[src/rtl/rdc_pkg.sv]
package rdc_pkg;

    typedef enum logic [1:0] {
        REQ_ANGLE = 2'd0,
        REQ_SPEED = 2'd1,
        REQ_FAULT = 2'd2,
        REQ_BAD   = 2'd3
    } req_kind_e;

    typedef enum logic [2:0] {
        PH_IDLE,
        PH_SETTLE,
        PH_XFER,
        PH_PULSE,
        PH_GUARD
    } phase_e;

    // {second pin, first pin}
    localparam logic [1:0] MODE_ANGLE = 2'b00;
    localparam logic [1:0] MODE_SPEED = 2'b10;
    localparam logic [1:0] MODE_CFG   = 2'b01;

    localparam logic [7:0] FAULT_ADDR  = 8'hFF;
    localparam logic [7:0] FAULT_DUMMY = 8'hFF;
    localparam logic [7:0] READ_FILL   = 8'h00;

    localparam int RES_MIN = 10;

endpackage

[src/rtl/rdc_wait_timer.sv]
module rdc_wait_timer #(
    parameter int CNT_W = 5
) (
    input  logic             clk,
    input  logic             rst_n,
    input  logic             load,
    input  logic [CNT_W-1:0] load_val,
    output logic             expired
);

    logic [CNT_W-1:0] cnt_d, cnt_q;

    always_comb begin
        if (load) begin
            cnt_d = load_val;
        end else if (cnt_q != '0) begin
            cnt_d = cnt_q - 1'b1;
        end else begin
            cnt_d = cnt_q;
        end
    end

    always_ff @(posedge clk or negedge rst_n) begin
        if (!rst_n) begin
            cnt_q <= '0;
        end else begin
            cnt_q <= cnt_d;
        end
    end

    assign expired = (cnt_q == '0);

endmodule

[src/rtl/rdc_word_align.sv]
module rdc_word_align
    import rdc_pkg::*;
#(
    parameter int WORD_W = 16
) (
    input  logic [WORD_W-1:0] word,
    input  req_kind_e         kind,
    input  logic [1:0]        res_code,
    input  logic              hyst,
    output logic [WORD_W-1:0] data_o
);

    localparam int MAX_SHIFT = WORD_W - RES_MIN;
    localparam int SH_W      = $clog2(MAX_SHIFT + 1);

    logic [SH_W-1:0]          shamt;
    logic signed [WORD_W-1:0] sword;

    always_comb begin
        shamt = SH_W'(MAX_SHIFT) - SH_W'({res_code, 1'b0});
        sword = $signed(word);
        case (kind)
            REQ_ANGLE: data_o = hyst ? (word >> shamt) : word;
            REQ_SPEED: data_o = WORD_W'(sword >>> shamt);
            REQ_FAULT: data_o = {{(WORD_W-8){1'b0}}, word[7:0]};
            default:   data_o = '0;
        endcase
    end

endmodule

[src/rtl/rdc_sample_ctrl.sv]
module rdc_sample_ctrl
    import rdc_pkg::*;
#(
    parameter int CONV_CLK_CYC = 4,
    parameter int GUARD_CYC    = 2,
    parameter int WORD_W       = 16
) (
    input  logic              clk,
    input  logic              rst_n,
    input  logic              req_valid,
    input  logic [1:0]        req_kind,
    output logic              req_ready,
    input  logic [1:0]        res_sel,
    input  logic              hyst_en,
    output logic              spi_start,
    output logic [7:0]        spi_tx,
    output logic              spi_last,
    input  logic              spi_done,
    input  logic [7:0]        spi_rx,
    output logic              sample_pin,
    output logic [1:0]        mode_pins,
    output logic [1:0]        res_pins,
    output logic              rslt_valid,
    output logic              rslt_err,
    output logic [WORD_W-1:0] rslt_data
);

    localparam int SETTLE_CYC  = 6 * CONV_CLK_CYC + GUARD_CYC;
    localparam int RECOVER_CYC = 2 * CONV_CLK_CYC + GUARD_CYC;
    localparam int TMR_W       = $clog2(SETTLE_CYC + 1);

    typedef struct packed {
        phase_e            phase;
        req_kind_e         kind;
        logic [1:0]        res;
        logic              hyst;
        logic              second;
        logic [7:0]        hi_byte;
        logic [WORD_W-1:0] word;
        logic              sample;
        logic [1:0]        mode;
        logic [1:0]        rpins;
        logic              start;
        logic [7:0]        tx;
        logic              last;
        logic              vld;
        logic              err;
        logic [WORD_W-1:0] data;
    } ctl_t;

    ctl_t              s_d, s_q;
    logic              tmr_load;
    logic [TMR_W-1:0]  tmr_val;
    logic              tmr_expired;
    logic [WORD_W-1:0] aligned;
    req_kind_e         new_kind;

    rdc_wait_timer #(
        .CNT_W (TMR_W)
    ) i_timer (
        .clk      (clk),
        .rst_n    (rst_n),
        .load     (tmr_load),
        .load_val (tmr_val),
        .expired  (tmr_expired)
    );

    rdc_word_align #(
        .WORD_W (WORD_W)
    ) i_align (
        .word     (s_q.word),
        .kind     (s_q.kind),
        .res_code (s_q.res),
        .hyst     (s_q.hyst),
        .data_o   (aligned)
    );

    assign new_kind = req_kind_e'(req_kind);

    always_comb begin
        s_d       = s_q;
        s_d.start = 1'b0;
        s_d.vld   = 1'b0;
        s_d.err   = 1'b0;
        tmr_load  = 1'b0;
        tmr_val   = '0;

        case (s_q.phase)
            PH_IDLE: begin
                // resolution pins track the setting only between transactions
                s_d.rpins = {res_sel[0], res_sel[1]};
                if (req_valid) begin
                    s_d.kind   = new_kind;
                    s_d.res    = res_sel;
                    s_d.hyst   = hyst_en;
                    s_d.second = 1'b0;
                    case (new_kind)
                        REQ_ANGLE, REQ_SPEED: begin
                            s_d.sample = 1'b0;
                            s_d.mode   = (new_kind == REQ_ANGLE) ? MODE_ANGLE : MODE_SPEED;
                            tmr_load   = 1'b1;
                            tmr_val    = TMR_W'(SETTLE_CYC);
                            s_d.phase  = PH_SETTLE;
                        end
                        REQ_FAULT: begin
                            s_d.sample = 1'b0;
                            s_d.mode   = MODE_CFG;
                            tmr_load   = 1'b1;
                            tmr_val    = TMR_W'(RECOVER_CYC);
                            s_d.phase  = PH_SETTLE;
                        end
                        default: begin
                            s_d.vld  = 1'b1;
                            s_d.err  = 1'b1;
                            s_d.data = '0;
                        end
                    endcase
                end
            end

            PH_SETTLE: begin
                if (tmr_expired) begin
                    if (s_q.kind == REQ_FAULT) begin
                        s_d.sample = 1'b1;
                        s_d.tx     = FAULT_ADDR;
                        s_d.last   = 1'b1;
                    end else begin
                        s_d.tx     = READ_FILL;
                        s_d.last   = 1'b0;
                    end
                    s_d.start = 1'b1;
                    s_d.phase = PH_XFER;
                end
            end

            PH_XFER: begin
                if (spi_done) begin
                    if (!s_q.second) begin
                        s_d.hi_byte = spi_rx;
                        s_d.second  = 1'b1;
                        s_d.start   = 1'b1;
                        s_d.last    = 1'b1;
                        s_d.tx      = (s_q.kind == REQ_FAULT) ? FAULT_DUMMY : READ_FILL;
                    end else begin
                        s_d.word = {s_q.hi_byte, spi_rx};
                        tmr_load = 1'b1;
                        tmr_val  = TMR_W'(RECOVER_CYC);
                        if (s_q.kind == REQ_FAULT) begin
                            s_d.sample = 1'b0;
                            s_d.phase  = PH_PULSE;
                        end else begin
                            s_d.sample = 1'b1;
                            s_d.phase  = PH_GUARD;
                        end
                    end
                end
            end

            PH_PULSE: begin
                if (tmr_expired) begin
                    s_d.sample = 1'b1;
                    tmr_load   = 1'b1;
                    tmr_val    = TMR_W'(RECOVER_CYC);
                    s_d.phase  = PH_GUARD;
                end
            end

            PH_GUARD: begin
                if (tmr_expired) begin
                    s_d.vld   = 1'b1;
                    s_d.data  = aligned;
                    s_d.phase = PH_IDLE;
                end
            end

            default: s_d.phase = PH_IDLE;
        endcase
    end

    always_ff @(posedge clk or negedge rst_n) begin
        if (!rst_n) begin
            s_q         <= '0;
            s_q.phase   <= PH_IDLE;
            s_q.kind    <= REQ_ANGLE;
            s_q.sample  <= 1'b1;
            s_q.mode    <= MODE_CFG;
        end else begin
            s_q <= s_d;
        end
    end

    assign req_ready  = (s_q.phase == PH_IDLE);
    assign spi_start  = s_q.start;
    assign spi_tx     = s_q.tx;
    assign spi_last   = s_q.last;
    assign sample_pin = s_q.sample;
    assign mode_pins  = s_q.mode;
    assign res_pins   = s_q.rpins;
    assign rslt_valid = s_q.vld;
    assign rslt_err   = s_q.err;
    assign rslt_data  = s_q.data;

endmodule

[config.mk]
export PLATFORM = sky130hd
export DESIGN_NAME = rdc_sample_ctrl
export DESIGN_NICKNAME = d
export VERILOG_FILES = /design/src/rtl/rdc_pkg.sv /design/src/rtl/rdc_wait_timer.sv /design/src/rtl/rdc_word_align.sv /design/src/rtl/rdc_sample_ctrl.sv
export SDC_FILE = /design/constraint.sdc
export NUM_CORES = 1
export LEC_CHECK = 0
export BUFFER_PORTS_ARGS = -buffer_cell sky130_fd_sc_hd__buf_2
export CORE_ASPECT_RATIO = 2
export CORE_UTILIZATION = 35
export CTS_CLUSTER_SIZE = 24
export DETAILED_ROUTE_END_ITERATION = 12
export SLEW_MARGIN = 5
export SYNTH_ARGS = -nofsm -noshare
export SYNTH_HDL_FRONTEND = slang
export SYNTH_SLANG_ARGS = --single-unit
[constraint.sdc]
create_clock -name clk -period 5.05 [get_ports clk]
set_input_delay 0.2525 -clock clk [delete_from_list [all_inputs] [get_ports clk]]
set_output_delay 0.2525 -clock clk [all_outputs]
set_load 0.02 [all_outputs]
**Yosys cells after proc, flatten, opt, wreduce, memory -nomap -nowiden**

Index checks and enable logic that the tools add are counted.
Widths: inputs -> output; s select.

- Register bits: 71
- Latch bits: 0
- Bits in writable memories: 0
- Bits in read-only memories: 0
- Output and inout bits: 34
- Word-level logic and storage cells: 112
- Memories: 0

- $add $sub $neg: 2
- Multipliers: 0
- Div/mod/pow operators: 0
- $lt $le $gt $ge: 0
- Eq/ne operators: 19
- Shift operators: 2
- Muxes and demuxes: 49
- Bitwise gates (word level): 1
- Reduce and logical (&&, ||, !) cells: 22

Operators with widths:

| kind | number |
|---|---|
| $pmux 16 s3 | 1 |
| $mux 18 | 2 |
| $mux 16 | 2 |
| $pmux 16 s2 | 1 |
| $mux 10 | 3 |
| $mux 26 | 1 |
| $mux 3 | 8 |
| $pmux 10 s2 | 1 |
| $mux 9 | 2 |
| $mux 17 | 1 |
| $mux 8 | 2 |
| $shr 16x3->16 | 1 |
| $sshr 16x3->16 | 1 |
| $mux 5 | 3 |
| $pmux 3 s5 | 1 |
| $pmux 5 s3 | 1 |
| $ne 2x2->1 const B | 7 |
| $mux 4 | 3 |
| $reduce_and 3->1 | 4 |
| $mux 1 | 10 |
| $pmux 5 s2 | 1 |
| $reduce_bool 2->1 | 5 |
| $reduce_and 4->1 | 2 |
| $reduce_and 8->1 | 1 |
| 24 further kinds | 31 |

**Longest topological paths before layout**

- Word-level depth: 6
- Depth in mapped cells: 9

**Hierarchy**

A second synthesis with hierarchy kept.

- Cell total of the unflattened synthesis: 306
- Area total of the unflattened synthesis: 3,498.4 µm²

Modules (own cells, without submodules):

| module | times used | cells an instance | area an instance (µm²) | seq. area each (µm²) |
|---|---|---|---|---|
| rdc_sample_ctrl | 1 | 195 | 2,605.0 | 1,478.9 |
| rdc_word_align | 1 | 84 | 614.3 | 0.0 |
| rdc_wait_timer | 1 | 27 | 279.0 | 125.1 |

**Worst setup path before layout**

OpenSTA, ideal clock, no wires.

- Path kind: register to register
- Start point: reg i_timer.cnt_q[0]
- End point: reg s_q, in the netlist spi_last
- Setup time: 125 ps
- Arrival time: 1,859 ps
- Data required time: 4,925 ps
- Slack: 3,066 ps
- Cell stages (with the launch flop): 7
- Path buffers: 1
- Path through: dfrtp_1 > inv_1 > ha_1 > or4b_1 > buf_6 > o41a_4 > mux2_4

- Longest elaborated chain between the ends: 3

Ends and longest elaborated chain:

| item | line | text |
|---|---|---|
| start, declared | rdc_wait_timer.sv:11 | `logic [CNT_W-1:0] cnt_d, cnt_q;` |
| start signal, assigned | rdc_wait_timer.sv:27 | `cnt_q <= cnt_d;` |
| $logic_not 5->1 | rdc_wait_timer.sv:31 | `assign expired = (cnt_q == '0);` |
| $ne 2x1->1 (no source line) | n/a |  |
| $reduce_and 4->1 (no source line) | n/a |  |
| end, declared | rdc_sample_ctrl.sv:51 | `ctl_t s_d, s_q;` |

Every way passes these cells.
A chain may end at the register's enable or synchronous reset.

**Worst setup path after layout**

- Start point: reg s_q[64] in the netlist's numbering
- End point: reg s_q, in the netlist rslt_data[5]

- Longest elaborated chain between the ends: 3
- Elaborated cells on any way between the ends: 8

Ends and longest elaborated chain:

| item | line | text |
|---|---|---|
| $eq 3x3->1 / $logic_not 3->1 (equally long branches) | rdc_sample_ctrl.sv:88 | `case (s_q.phase)` |
| $ne 2x1->1 (no source line) (tied with other cells) | n/a |  |
| $reduce_and 4->1 (no source line) | n/a |  |

Parallel ways exist; a longest one is shown, timed or not.

==> results.toml <==
[status]
run_status = "finished clean"

[clocking]
clk_latency_ns = 0.33
cts_hold_buf = 0
cts_buffers = 9
cts-root-buf = "clkbuf_16"
post_cts_resized = 0
post-cts-setup-buffers = 0
cts_max_level = 3
path_clk_slew_ns = 0.05
cts_tree = "built"
clock_sinks = 64
cts_buffer_depth = 2

[power]
leakage_uw = 0.00179
powerDensity_nw_per_um2 = 698
vdd_drop_max_mv = 0.207

[route]
wl_microns = 7640
vias = 2441
drc = 0
drtPass1Iterations = 4
viasPerCell = 5.46
drtAntennaViolNets = 0
drtIter0Drc = 234
avgRoutedWirePerCell_microns = 17.1

[logic_synthesis]
ys_ff_latch = 64
async_reset_ff_share_pct = 100
synth_nets = 341
synth_cell_types = 51
ys.flop_type = "dfrtp_1"
synth_area_sq_um = 3410
yosysSeqAreaShare_pct = 47.0
synth-edff-count = 0
syn_inst = 323
synth-warning-count = 0
avgSynthCellArea_sq_um = 10.6

[layout]
antenna_cells = 0
num-nets-final = 357
area_growth_pct = 11.4
fin_area_sq_um = 3800
drive_above_1_share_pct = 30.3

[setup_path]
worstSetupPathType = "register to register"
crit_arrival_ns = 2.54
cp.required_ns = 5.22
rrSetupSlack_ns = 2.68
cp-start-kind = "register"
endpoint_kind = "register"
cp_max_fo = 18

[placed_design]
place_congestion = 0.893
placed_area_sq_um = 3480
portBuffers = 50
pre_cts_ws_ns = 2.67
dp_hpwl_microns = 5670

[global_route]
grt_pass1_wl_microns = 12700
grt_antenna_before_repair = 0
track_usage_pct = 16.5
grt_pass1_vias = 2499
grt_overflow = 0
grt_max_degree = 65

[sta]
slew-limit-headroom_pct = 33.3
min_period_ns = 2.37
worstMarginPinSlew_ns = 1.00
rsz0062_at_grt = "no"
tns_ns = 0
skew_ns = 0.00513
setup_viol = 0
fin_ws_ns = 2.68
max_clock_freq_mhz = 423
final_hold_viol_count = 0
final-max-slew-violation-count = 0
finalCritPeriodShare_pct = 46.8

[floorplanning]
row_count = 50
die_h_microns = 142
io_pins = 51
dieArea_sq_um = 10200
initial_core_util_pct = 36.3
die_x_microns = 71.8
core_area_sq_um = 9380

[job]
maxCapViolations = 0

[worst_hold_path]
hold_path_class = "input port to async pin"
## sequential cells by signal, indices dropped and copies added (netlist names)
name / count
mode_pins: 2
rslt_err: 1
sample_pin: 1
s_q: 33
rslt_valid: 1
spi_last: 1
rslt_data: 16
res_pins: 2
i_timer.cnt_q: 5
spi_start: 1
spi_tx: 1
## routing by layer
metal | vias to the layer above | routed length (microns) | share of wire, % | track usage [%]
met4 | 0 | 227 | 3.0 | 7.74
met5 | - | 0 | 0 | 0
met3 | 13 | 262 | 3.4 | 3.62
met2 | 54 | 4370 | 57 | 31.0
met1 | 1215 | 2770 | 36 | 16.7
li1 | 1159 | - | - | -
## area by class of cell
type / instances / area, sq um
Clock buffer: 12 / 256
Inverter: 14 / 52.6
Clock inverter: 3 / 65.1
Multi-Input combinational cell: 199 / 1430
Fill cell: 946 / 5590
Timing Repair Buffer: 51 / 258
Sequential cell: 64 / 1600
Tap cell: 104 / 130
## synth_stat cells (2+ instances only)
library cell  count  area, sq um
nand3b_1          5         37.5
o21ai_0          20          100
o21ai_1           3         15.0
dfrtp_1          62         1550
nor2b_1           5         31.3
buf_2             5         25.0
inv_1            14         52.6
nor4_1            2         12.5
mux2_2           29          327
a2111oi_0         2         17.5
mux2i_1          12          120
o22a_1            2         17.5
a32oi_1           5         43.8
buf_6             5         56.3
dfstp_2           2         52.6
and2_1            2         12.5
a21oi_1          13         65.1
a21o_1            3         22.5
or3_1             3         18.8
or4b_1            2         20.0
nor2_1           21         78.8
a22oi_1           4         30.0
a221oi_1          2         17.5
buf_4            28          210
nand2b_1          4         25.0
o22ai_1           7         43.8
clkbuf_1          7         26.3
nand2_1          26         97.6
nor3_1            5         25.0
a2111oi_4         2         55.1
## where the power goes
part,switching (uW),total [uW],internal (uW)
sequential,305,1050,741
clock,210,665,455
combinational,515,940,425
total,1030,2650,1620
## cell usage in the layout (no fill, tap or decap), drive strengths merged, types with 2 or more instances in the layout
cell type,n
or3,4
a22oi,4
mux2,30
nor4,2
buf,51
a21o,3
dfstp,2
o21ai,23
o22ai,7
nor2b,5
a2111oi,4
a32oi,5
o22a,2
and2,2
nor3,5
nand2b,4
or4b,2
or3b,2
nor2,22
a221oi,2
nand3b,5
dfrtp,62
a21oi,13
bufinv,2
inv,14
clkbuf,12
mux2i,12
nand2,26
## critical path, stage by stage, from the launching register on
cell	delay, ns
dfrtp_1	0.49
or4b_1	0.79
o22a_1	0.54
a22oi_1	0.26
o21ai_0	0.12
## logic make-up (layout without fill, tap and decap cells)
kind of cell | Yosys count | count (layout) | synth area share [%]
AOI/OAI and AO/OA | 74 | 74 | 15.6
and+or+nand+nor | 82 | 82 | 12.5
DFF | 64 | 64 | 47.0
buffers and inverters | 60 | 80 | 11.0
muxes | 42 | 42 | 13.5
adders and majority gates | 1 | 1 | 0.367
## path summary, 6_finish.rpt
check / startpoint / end / cells past startpoint
max in group asynchronous: rst_n / s_q[35]$_DFFE_PN0P_ / 2
max reg2reg: s_q[64]$_DFFE_PN0P_ / rslt_data[5]$_DFFE_PN0P_ / 4
min reg2reg: rslt_data[12]$_DFFE_PN0P_ / rslt_data[12]$_DFFE_PN0P_ / 2
min: rst_n / res_pins[0]$_DFFE_PN0P_ / 2
max: s_q[64]$_DFFE_PN0P_ / rslt_data[5]$_DFFE_PN0P_ / 4
min in group clk: hyst_en / s_q[58]$_DFFE_PN0P_ / 2
## through the flow
stage / power, uW / util, % / hold WS [ns] / std cells
after floorplan: 1800 / - / -0.0431 / 323
after global placement: 1980 / 37.1 / 0.459 / 432
after detailed placement: 2000 / 37.1 / 0.466 / 432
after CTS: 2670 / 40.5 / 0.142 / 447
after global routing: 2830 / 40.5 / 0.158 / 447
final: 2650 / 40.5 / 0.0975 / 447
(Power assumes the default switching activity.)
